<file path="config.mk">
export PLATFORM = sky130hd
export DESIGN_NAME = bfperm_unit
export DESIGN_NICKNAME = d
export VERILOG_FILES = /design/src/rtl/bfperm_pkg.sv /design/src/rtl/bfperm_stage.sv /design/src/rtl/bfperm_net.sv /design/src/rtl/bfperm_unit.sv
export SDC_FILE = /design/constraint.sdc
export NUM_CORES = 1
export LEC_CHECK = 0
export CAP_MARGIN = 40
export CELL_PAD_IN_SITES_DETAIL_PLACEMENT = 1
export CELL_PAD_IN_SITES_GLOBAL_PLACEMENT = 1
export CORE_ASPECT_RATIO = 1.5
export CORE_MARGIN = 1
export CORE_UTILIZATION = 33
export CTS_BUF_LIST = sky130_fd_sc_hd__clkbuf_8 sky130_fd_sc_hd__clkbuf_16
export CTS_CLUSTER_DIAMETER = 100
export DETAILED_ROUTE_END_ITERATION = 10
export PLACE_DENSITY = 0.91
export SLEW_MARGIN = 15
export SYNTH_ARGS = -nofsm -noshare
export SYNTH_HDL_FRONTEND = slang
export SYNTH_SLANG_ARGS = --single-unit
</file>
<file path="constraint.sdc">
create_clock -name clk -period 2.76 [get_ports clk]
set_input_delay 0.414 -clock clk [delete_from_list [all_inputs] [get_ports clk]]
set_output_delay 0.414 -clock clk [all_outputs]
set_load 0.01 [all_outputs]
</file>
<file path="src/rtl/bfperm_pkg.sv">
// Package: shared types for the butterfly permuter.
// Assumes nothing beyond a two-bit operation select.
package bfperm_pkg;

    // Operation select encoding, fixed by the block's requirements.
    typedef enum logic [1:0] {
        OP_FWD  = 2'b00,
        OP_INV  = 2'b01,
        OP_BOTH = 2'b10,
        OP_PASS = 2'b11
    } perm_op_e;

endpackage

</file>
<file path="src/rtl/bfperm_stage.sv">
// Module: one row of WIDTH/2 swap/pass switch pairs.
// Pairs bits DIST apart. Pair j has its lower index at
// (j / DIST) * 2 * DIST + j % DIST, so pairs are numbered in
// ascending order of their lower index. swap[j] = 1 exchanges the pair.
// Assumes WIDTH is a power of two and DIST is a power of two below WIDTH.
module bfperm_stage #(
    parameter int WIDTH = 32,
    parameter int DIST  = 1
) (
    input  logic [WIDTH-1:0]   stg_in,
    input  logic [WIDTH/2-1:0] swap,
    output logic [WIDTH-1:0]   stg_out
);

    localparam int HALF = WIDTH / 2;

    // One switch pair for each control bit.
    for (genvar j = 0; j < HALF; j++) begin : g_pair
        localparam int LO = (j / DIST) * 2 * DIST + (j % DIST);
        localparam int HI = LO + DIST;
        assign stg_out[LO] = swap[j] ? stg_in[HI] : stg_in[LO];
        assign stg_out[HI] = swap[j] ? stg_in[LO] : stg_in[HI];
    end

    // Checks that the row only moves bits and that zero control is the identity.
    always_comb begin
        p_ones_kept_r9: assert ($countones(stg_out) == $countones(stg_in))
            else $error("stage changed the number of ones");
        if (swap == '0) begin
            p_zero_identity_r4: assert (stg_out == stg_in)
                else $error("zero control altered the word");
        end
    end

endmodule

</file>
<file path="src/rtl/bfperm_net.sv">
// Module: a full lg(WIDTH)-stage network.
// INVERSE = 0 builds the forward network, with distances WIDTH/2 down to 1.
// INVERSE = 1 builds the mirrored network, with distances 1 up to WIDTH/2.
// Stage s reads slice s of cfg, which is bits (s-1)*WIDTH/2 up to s*WIDTH/2-1.
// Purely combinational.
module bfperm_net #(
    parameter int WIDTH   = 32,
    parameter bit INVERSE = 1'b0
) (
    input  logic [WIDTH-1:0]                      net_in,
    input  logic [$clog2(WIDTH)*(WIDTH/2)-1:0]    cfg,
    output logic [WIDTH-1:0]                      net_out
);

    localparam int LG   = $clog2(WIDTH);
    localparam int HALF = WIDTH / 2;

    logic [WIDTH-1:0] tap [0:LG];
    logic [WIDTH-1:0] in_rev;

    assign tap[0]  = net_in;
    assign net_out = tap[LG];

    // Chain of stages; the variant picks the distance order.
    for (genvar s = 1; s <= LG; s++) begin : g_stage
        localparam int DIST = INVERSE ? (1 << (s - 1)) : (WIDTH >> s);
        bfperm_stage #(
            .WIDTH (WIDTH),
            .DIST  (DIST)
        ) u_stage (
            .stg_in  (tap[s-1]),
            .swap    (cfg[(s-1)*HALF +: HALF]),
            .stg_out (tap[s])
        );
    end

    // End-to-end reversal of the input, used by the all-swap check.
    for (genvar i = 0; i < WIDTH; i++) begin : g_rev
        assign in_rev[i] = net_in[WIDTH-1-i];
    end

    // Checks that swapping every pair reverses the word (R1; R2 for the inverse variant).
    always_comb begin
        if (&cfg) begin
            p_all_swap_reverse_r1: assert (net_out == in_rev)
                else $error("all-swap control did not reverse the word");
        end
    end

endmodule

</file>
<file path="src/rtl/bfperm_unit.sv">
// Module: butterfly / inverse butterfly permuter, top level.
// The forward network always sees data_in. The inverse network sees
// the forward result in series mode and data_in otherwise. The
// selected result is registered when in_valid is high.
// Assumes WIDTH is a power of two, at least 2. Synchronous active-low reset.
module bfperm_unit
    import bfperm_pkg::*;
#(
    parameter int WIDTH = 32
) (
    input  logic                                   clk,
    input  logic                                   rst_n,
    input  logic                                   in_valid,
    input  logic [1:0]                             op,
    input  logic [WIDTH-1:0]                       data_in,
    input  logic [$clog2(WIDTH)*(WIDTH/2)-1:0]     fwd_cfg,
    input  logic [$clog2(WIDTH)*(WIDTH/2)-1:0]     inv_cfg,
    output logic                                   out_valid,
    output logic [WIDTH-1:0]                       data_out
);

    localparam int LG    = $clog2(WIDTH);
    localparam int HALF  = WIDTH / 2;
    localparam int CFG_W = LG * HALF;

    perm_op_e         op_sel;
    logic [WIDTH-1:0] fwd_res;
    logic [WIDTH-1:0] inv_src;
    logic [WIDTH-1:0] inv_res;
    logic [WIDTH-1:0] result;
    logic [CFG_W-1:0] fwd_mirror;

    assign op_sel = perm_op_e'(op);

    // Forward network on the raw input.
    bfperm_net #(
        .WIDTH   (WIDTH),
        .INVERSE (1'b0)
    ) u_fwd (
        .net_in  (data_in),
        .cfg     (fwd_cfg),
        .net_out (fwd_res)
    );

    // Inverse network source: the forward result only in series mode.
    assign inv_src = (op_sel == OP_BOTH) ? fwd_res : data_in;

    bfperm_net #(
        .WIDTH   (WIDTH),
        .INVERSE (1'b1)
    ) u_inv (
        .net_in  (inv_src),
        .cfg     (inv_cfg),
        .net_out (inv_res)
    );

    // Result select by opcode.
    always_comb begin
        case (op_sel)
            OP_FWD:  result = fwd_res;
            OP_INV:  result = inv_res;
            OP_BOTH: result = inv_res;
            default: result = data_in;
        endcase
    end

    // Output register and valid flag.
    always_ff @(posedge clk) begin
        if (!rst_n) begin
            data_out  <= '0;
            out_valid <= 1'b0;
        end else begin
            out_valid <= in_valid;
            if (in_valid) begin
                data_out <= result;
            end
        end
    end

    // Forward control with its slices in reverse order, used only by the undo check.
    for (genvar s = 0; s < LG; s++) begin : g_mirror
        assign fwd_mirror[s*HALF +: HALF] = fwd_cfg[(LG-1-s)*HALF +: HALF];
    end

    p_valid_follows_r6: assert property (@(posedge clk) disable iff (!rst_n)
        in_valid |=> out_valid);

    p_valid_drops_r6: assert property (@(posedge clk) disable iff (!rst_n)
        !in_valid |=> !out_valid);

    p_hold_idle_r7: assert property (@(posedge clk) disable iff (!rst_n)
        !in_valid |=> $stable(data_out));

    p_pass_through_r3: assert property (@(posedge clk) disable iff (!rst_n)
        (in_valid && op == 2'b11) |=> data_out == $past(data_in));

    p_zero_cfg_r4: assert property (@(posedge clk) disable iff (!rst_n)
        (in_valid && fwd_cfg == '0 && inv_cfg == '0) |=> data_out == $past(data_in));

    p_mirror_undo_r5: assert property (@(posedge clk) disable iff (!rst_n)
        (in_valid && op == 2'b10 && inv_cfg == fwd_mirror) |=> data_out == $past(data_in));

    p_reset_clear_r8: assert property (@(posedge clk)
        !rst_n |=> (!out_valid && data_out == '0));

endmodule

</file>
==> impl_metrics.py, run 1 <==
metrics = {
    "clock_tree": {
        "cts-buffers-inserted": 5,
        "postCtsHoldBufs": 0,
        "cts-root-buf": "clkbuf_16",
        "clock_path_buffers": 2,
        "htreeDepth": 2,
        "cts.sinks": 33,
    },
    "placement": {
        "pre_cts_ws_ns": -1.04,
        "dp_hpwl_um": 34900,
        "port-buffer-count": 229,
        "gp_congestion": 0.985,
        "place_inst": 1654,
    },
    "synth": {
        "synth_top_family_by_area": "simple AND/OR/NAND/NOR gates",
        "synth_edf_count": 0,
        "yosysWarnings": 0,
        "async_reset_ff_share_pct": 0,
        "synthFlopType": "dfxtp_1",
        "syn_area_sq_mm": 0.00697,
        "synth_top_cell_by_area": "mux2i_1",
        "yosys.area_share.adder_pct": 0.539,
        "synth.area.top_cells": "mux2i_1 (14%), dfxtp_1 (9.5%), nand2b_1 (8.7%)",
        "muxShareOfSynthArea_pct": 19.0,
        "synth_cell_types": 25,
        "synth_top_area_share_pct": 13.8,
        "avgSynthCellArea_sq_um": 6.89,
        "yosysSeqAreaShare_pct": 9.48,
        "synth_nets": 1211,
        "synth_xor_area_share_pct": 0,
        "yosys.area_share.simple_pct": 36.9,
        "ys_seq_elements": 33,
        "syn_inst": 1011,
        "synth_top_cells_by_count": "nand2_1 (97), nand2b_1 (97), mux2i_1 (96), o22ai_1 (96), nor3_1 (92)",
        "synth_compound_area_share_pct": 30.0,
    },
    "floorplanning": {
        "start_util_pct": 33.9,
        "fp.dieH_um": 180,
        "fp-row-count": 64,
        "io_pins": 230,
        "die_x_um": 121,
    },
    "sta": {
        "worst_endpoint": "data_out[1]$_SDFFE_PN0P_/D",
        "worst-ep-kind": "register data pin",
    },
    "outcome": {
        "status": "aborted with a tool error",
        "stop_error": "[ERROR GRT-0232] Routing congestion too high. Check the congestion heatmap in the GUI.",
        "flow.stopped_at": "5_1_grt",
    },
    "grt": {
        "grt_max_degree": 65,
        "gr-usage-all-layers_pct": 74.6,
        "grt-ovfl-total": 31,
    },
}
routing by layer:
layer | track usage [%] | overflow
met3 | 59.5 | 2
met4 | 77.3 | 20
met1 | 72.4 | 0
met2 | 92.6 | 9
met5 | 19.4 | 0
timing repair:
action,4_1_cts
setup buffers,16
gates resized for setup,442
setup endpoints to repair,32
pin swaps,61
per-stage QoR:
step / hold slack, ns / cell area [sq um] / utilization (%) / setup TNS [ns]
2_1_floorplan: 0.538 / 6970 / - / 0
3_3_place_gp: 0.493 / 10900 / 53.1 / -25.04
3_5_place_dp: 0.507 / 10900 / 53.1 / -29.74
4_1_cts: 0.528 / 12800 / 62.2 / 0
logic make-up after synthesis:
| logic type | Yosys count |
|---|---|
| adders and majority gates | 3 |
| AOI/OAI and AO/OA | 288 |
| buffers and inverters | 76 |
| muxes | 128 |
| and+or+nand+nor | 483 |
| DFF | 33 |
==> inputs of run 2 (changes only) <==
- CELL_PAD_IN_SITES_DETAIL_PLACEMENT: 1 -> default
- CELL_PAD_IN_SITES_GLOBAL_PLACEMENT: 1 -> default
- CORE_ASPECT_RATIO: 1.5 -> default
- CORE_UTILIZATION: 33 -> 25
- CTS_BUF_LIST: sky130_fd_sc_hd__clkbuf_8 sky130_fd_sc_hd__clkbuf_16 -> default
- CTS_CLUSTER_DIAMETER: 100 -> default
- PLACE_DENSITY: 0.91 -> default
- PLACE_DENSITY_LB_ADDON: default -> 0.15
==> impl_metrics.py, run 2 <==
metrics = {
    "synth": {
        "ys_seq_elements": 33,
        "synth_cell_types": 25,
        "yosysWarnings": 0,
        "synth_nets": 1211,
        "async_reset_ff_share_pct": 0,
        "syn_inst": 1011,
        "synth_edf_count": 0,
        "avgSynthCellArea_sq_um": 6.89,
        "yosysSeqAreaShare_pct": 9.48,
        "synth_top_cell_by_area": "mux2i_1",
        "synth_top_cells_by_count": "nand2_1 (97), nand2b_1 (97), mux2i_1 (96), o22ai_1 (96), nor3_1 (92)",
        "synthFlopType": "dfxtp_1",
        "syn_area_sq_mm": 0.00697,
        "synth.area.top_cells": "mux2i_1 (14%), dfxtp_1 (9.5%), nand2b_1 (8.7%)",
        "synth_top_area_share_pct": 13.8,
    },
    "layout": {
        "largest_reg_flops": 32,
        "post-route-util_pct": 48.4,
        "layout.nets": 1624,
        "largest_register": "data_out",
        "nFillCells": 2689,
        "reg_top3": "data_out x32, out_valid x1",
        "area_growth_syn_to_layout_pct": 88.8,
        "antenna_cells": 0,
        "seq_area_sq_um": 661,
        "final_common_cell": "buf_4",
        "final_cells": 1797,
        "final_cell_mix": "buf_4 (203), clkdlybuf4s50_1 (143), nand2b_1 (97), nand2_1 (97), nor3_2 (65)",
        "multi_input_area_sq_mm": 0.00798,
        "drive_gt1_share_pct": 44.1,
    },
    "floorplanning": {
        "start_util_pct": 25.6,
        "fp-row-count": 60,
        "core_sq_mm": 0.0272,
        "die_area_sq_mm": 0.0285,
        "io_pins": 230,
        "die_x_um": 169,
        "fp.dieH_um": 169,
    },
    "sta": {
        "layout_min_cycle_time_ns": 2.72,
        "hold_slack_ns": 0.516,
        "slew_headroom_pct": 59.6,
        "rsz0062_at_grt": "true",
        "clock_skew_ns": 0,
        "finalHoldViolations": 0,
        "period_share_pct": 98.7,
        "worstMarginPinSlew_ns": 0.606,
        "setup_viol": 0,
        "drv_slew": 0,
        "fmax_ghz": 0.367,
        "fin_setup_tns_ns": 0,
    },
    "grt": {
        "grt_pass1_vias": 9409,
        "gr-usage-all-layers_pct": 25.6,
        "grt_max_degree": 65,
        "grt-ovfl-total": 0,
        "grt_pass1_wl_um": 55400,
        "antenna_found_initial": 1,
    },
    "worst_setup_path": {
        "end_kind": "flip-flop",
        "reg2reg_setup_slack_ns": 1.95,
        "critPathRequiredTime_ns": 2.96,
        "cp_max_fo": 4,
        "crit_slowest_cell": "o32a_1",
        "cp_cell_sequence": "clkdlybuf4s18_2 > mux2i_4 > buf_4 > nor3_2 > nor3_2 > buf_4 > o22ai_4 > nor3_2 > o32a_1 > mux2i_2 > mux2i_1 > buf_4 > mux2_4 > o221ai_2",
        "crit_buf_inv": 4,
        "reg2reg_depth": 2,
        "arrival_ns": 2.92,
        "slowest_delay_ns": 0.33,
        "critPathKind": "in2reg",
        "worstReg2RegStart": "data_out[7]",
        "crit_family": "buffers and inverters",
        "r2r_end": "data_out[7]",
        "start_kind": "primary input",
    },
    "clock_tree": {
        "clk_pin_slew_ns": 0.06,
        "cts-root-buf": "clkbuf_16",
        "cts.sinks": 33,
        "postCtsHoldBufs": 0,
        "cts-buffers-inserted": 5,
        "clock_path_buffers": 2,
        "cts_tree": "built",
        "htreeDepth": 2,
        "clock_latency_ns": 0.28,
    },
    "placement": {
        "dp_hpwl_um": 30400,
        "gp_congestion": 0.901,
        "place_inst": 1765,
        "port-buffer-count": 229,
    },
    "route": {
        "wire_per_inst_um": 21.3,
        "num_vias": 9798,
        "routed_via_density": 5.45,
        "drc_errors": 0,
        "ant_nets": 0,
        "dr.pass1.iters": 4,
        "dr.first_iter.drc_count": 736,
        "wl_um": 38300,
    },
    "min_path": {
        "hp-class": "reg2reg",
        "holdPathEnd": "data_out[0]",
        "whs_path_depth": 2,
        "hp-start": "data_out[0]",
    },
    "run": {
        "max-cap-violations": 0,
    },
    "outcome": {
        "status": "completed",
    },
    "power_and_ir_drop": {
        "p_leak_nw": 4.85,
        "cellPowerDensity_mw_per_mm2": 306,
        "vdd_drop_max_mv": 0.364,
    },
}
[run 2: cell counts after synthesis]
Identical to the previous run, type by type.
[run 2: worst min-delay path, cell delays in order, from the launching register on]
cell	delay, ns
dfxtp_1	0.33
o211ai_1	0.09
o221ai_2	0.06
[run 2: how the worst max path moves through the flow]
stage,startpoint,endpoint,cells after the start
after floorplan,op[0],data_out[11],11
after detailed placement,fwd_cfg[5],data_out[25],12
after global placement,fwd_cfg[5],data_out[25],14
final,data_in[31],data_out[27],14
after CTS,fwd_cfg[41],data_out[23],13
after global routing,data_in[13],data_out[13],13
[run 2: routing by layer]
layer / GRT usage [%] / vias up / wire length (um)
met4: 6.68 / 0 / 1250
met3: 3.53 / 61 / 2380
met2: 42.7 / 359 / 17700
li1: - / 4711 / -
met5: 0 / - / 0
met1: 34.5 / 4667 / 17100
[run 2: report_power, final]
| group | internal, W | total (W) | switching, W |
|---|---|---|---|
| combinational | 0.00135 | 0.00278 | 0.00142 |
| clock | 0.000451 | 0.000673 | 0.000221 |
| sequential | 0.000530 | 0.000575 | 0.0000459 |
[run 2: metrics by stage]
step	setup WS (ns)	power, W	instance area [sq um]
after global placement	-0.894	0.00274	11100
after floorplan	0.285	0.00152	6970
final	0.0359	0.00403	13200
after CTS	-0.0133	0.00374	12500
after global routing	-0.0566	0.00421	13200
after detailed placement	-0.960	0.00275	11100
[run 2: logic make-up (layout without fill, tap and decap cells)]
family	after synthesis	in the layout	synth area share, %
AO/OA/AOI/OAI	288	288	30.0
buffers and inverters	76	490	4.09
AND/OR/NAND/NOR	483	483	36.9
flip-flops	33	33	9.48
multiplexers	128	128	19.0
adder cells (fa/ha/maj)	3	3	0.539
[run 2: what timing repair did]
item | 4_1_cts | 5_1_grt
pin swaps | 26 | 53
endpoints found under the setup margin | 32 | 32
buffers inserted | 19 | 17
gates resized for setup | 365 | 275
[run 2: cell type report]
cell class / instances / share of cell area, %
clock buffer: 7 / 1.08
clock inverter: 1 / 0.228
inverter: 35 / 0.999
multi-input combinational: 902 / 60.7
sequential: 33 / 5.02
tap: 372 / 3.54
timing repair buffer: 447 / 28.5
No activity file was read; power rests on OpenSTA's default activity.
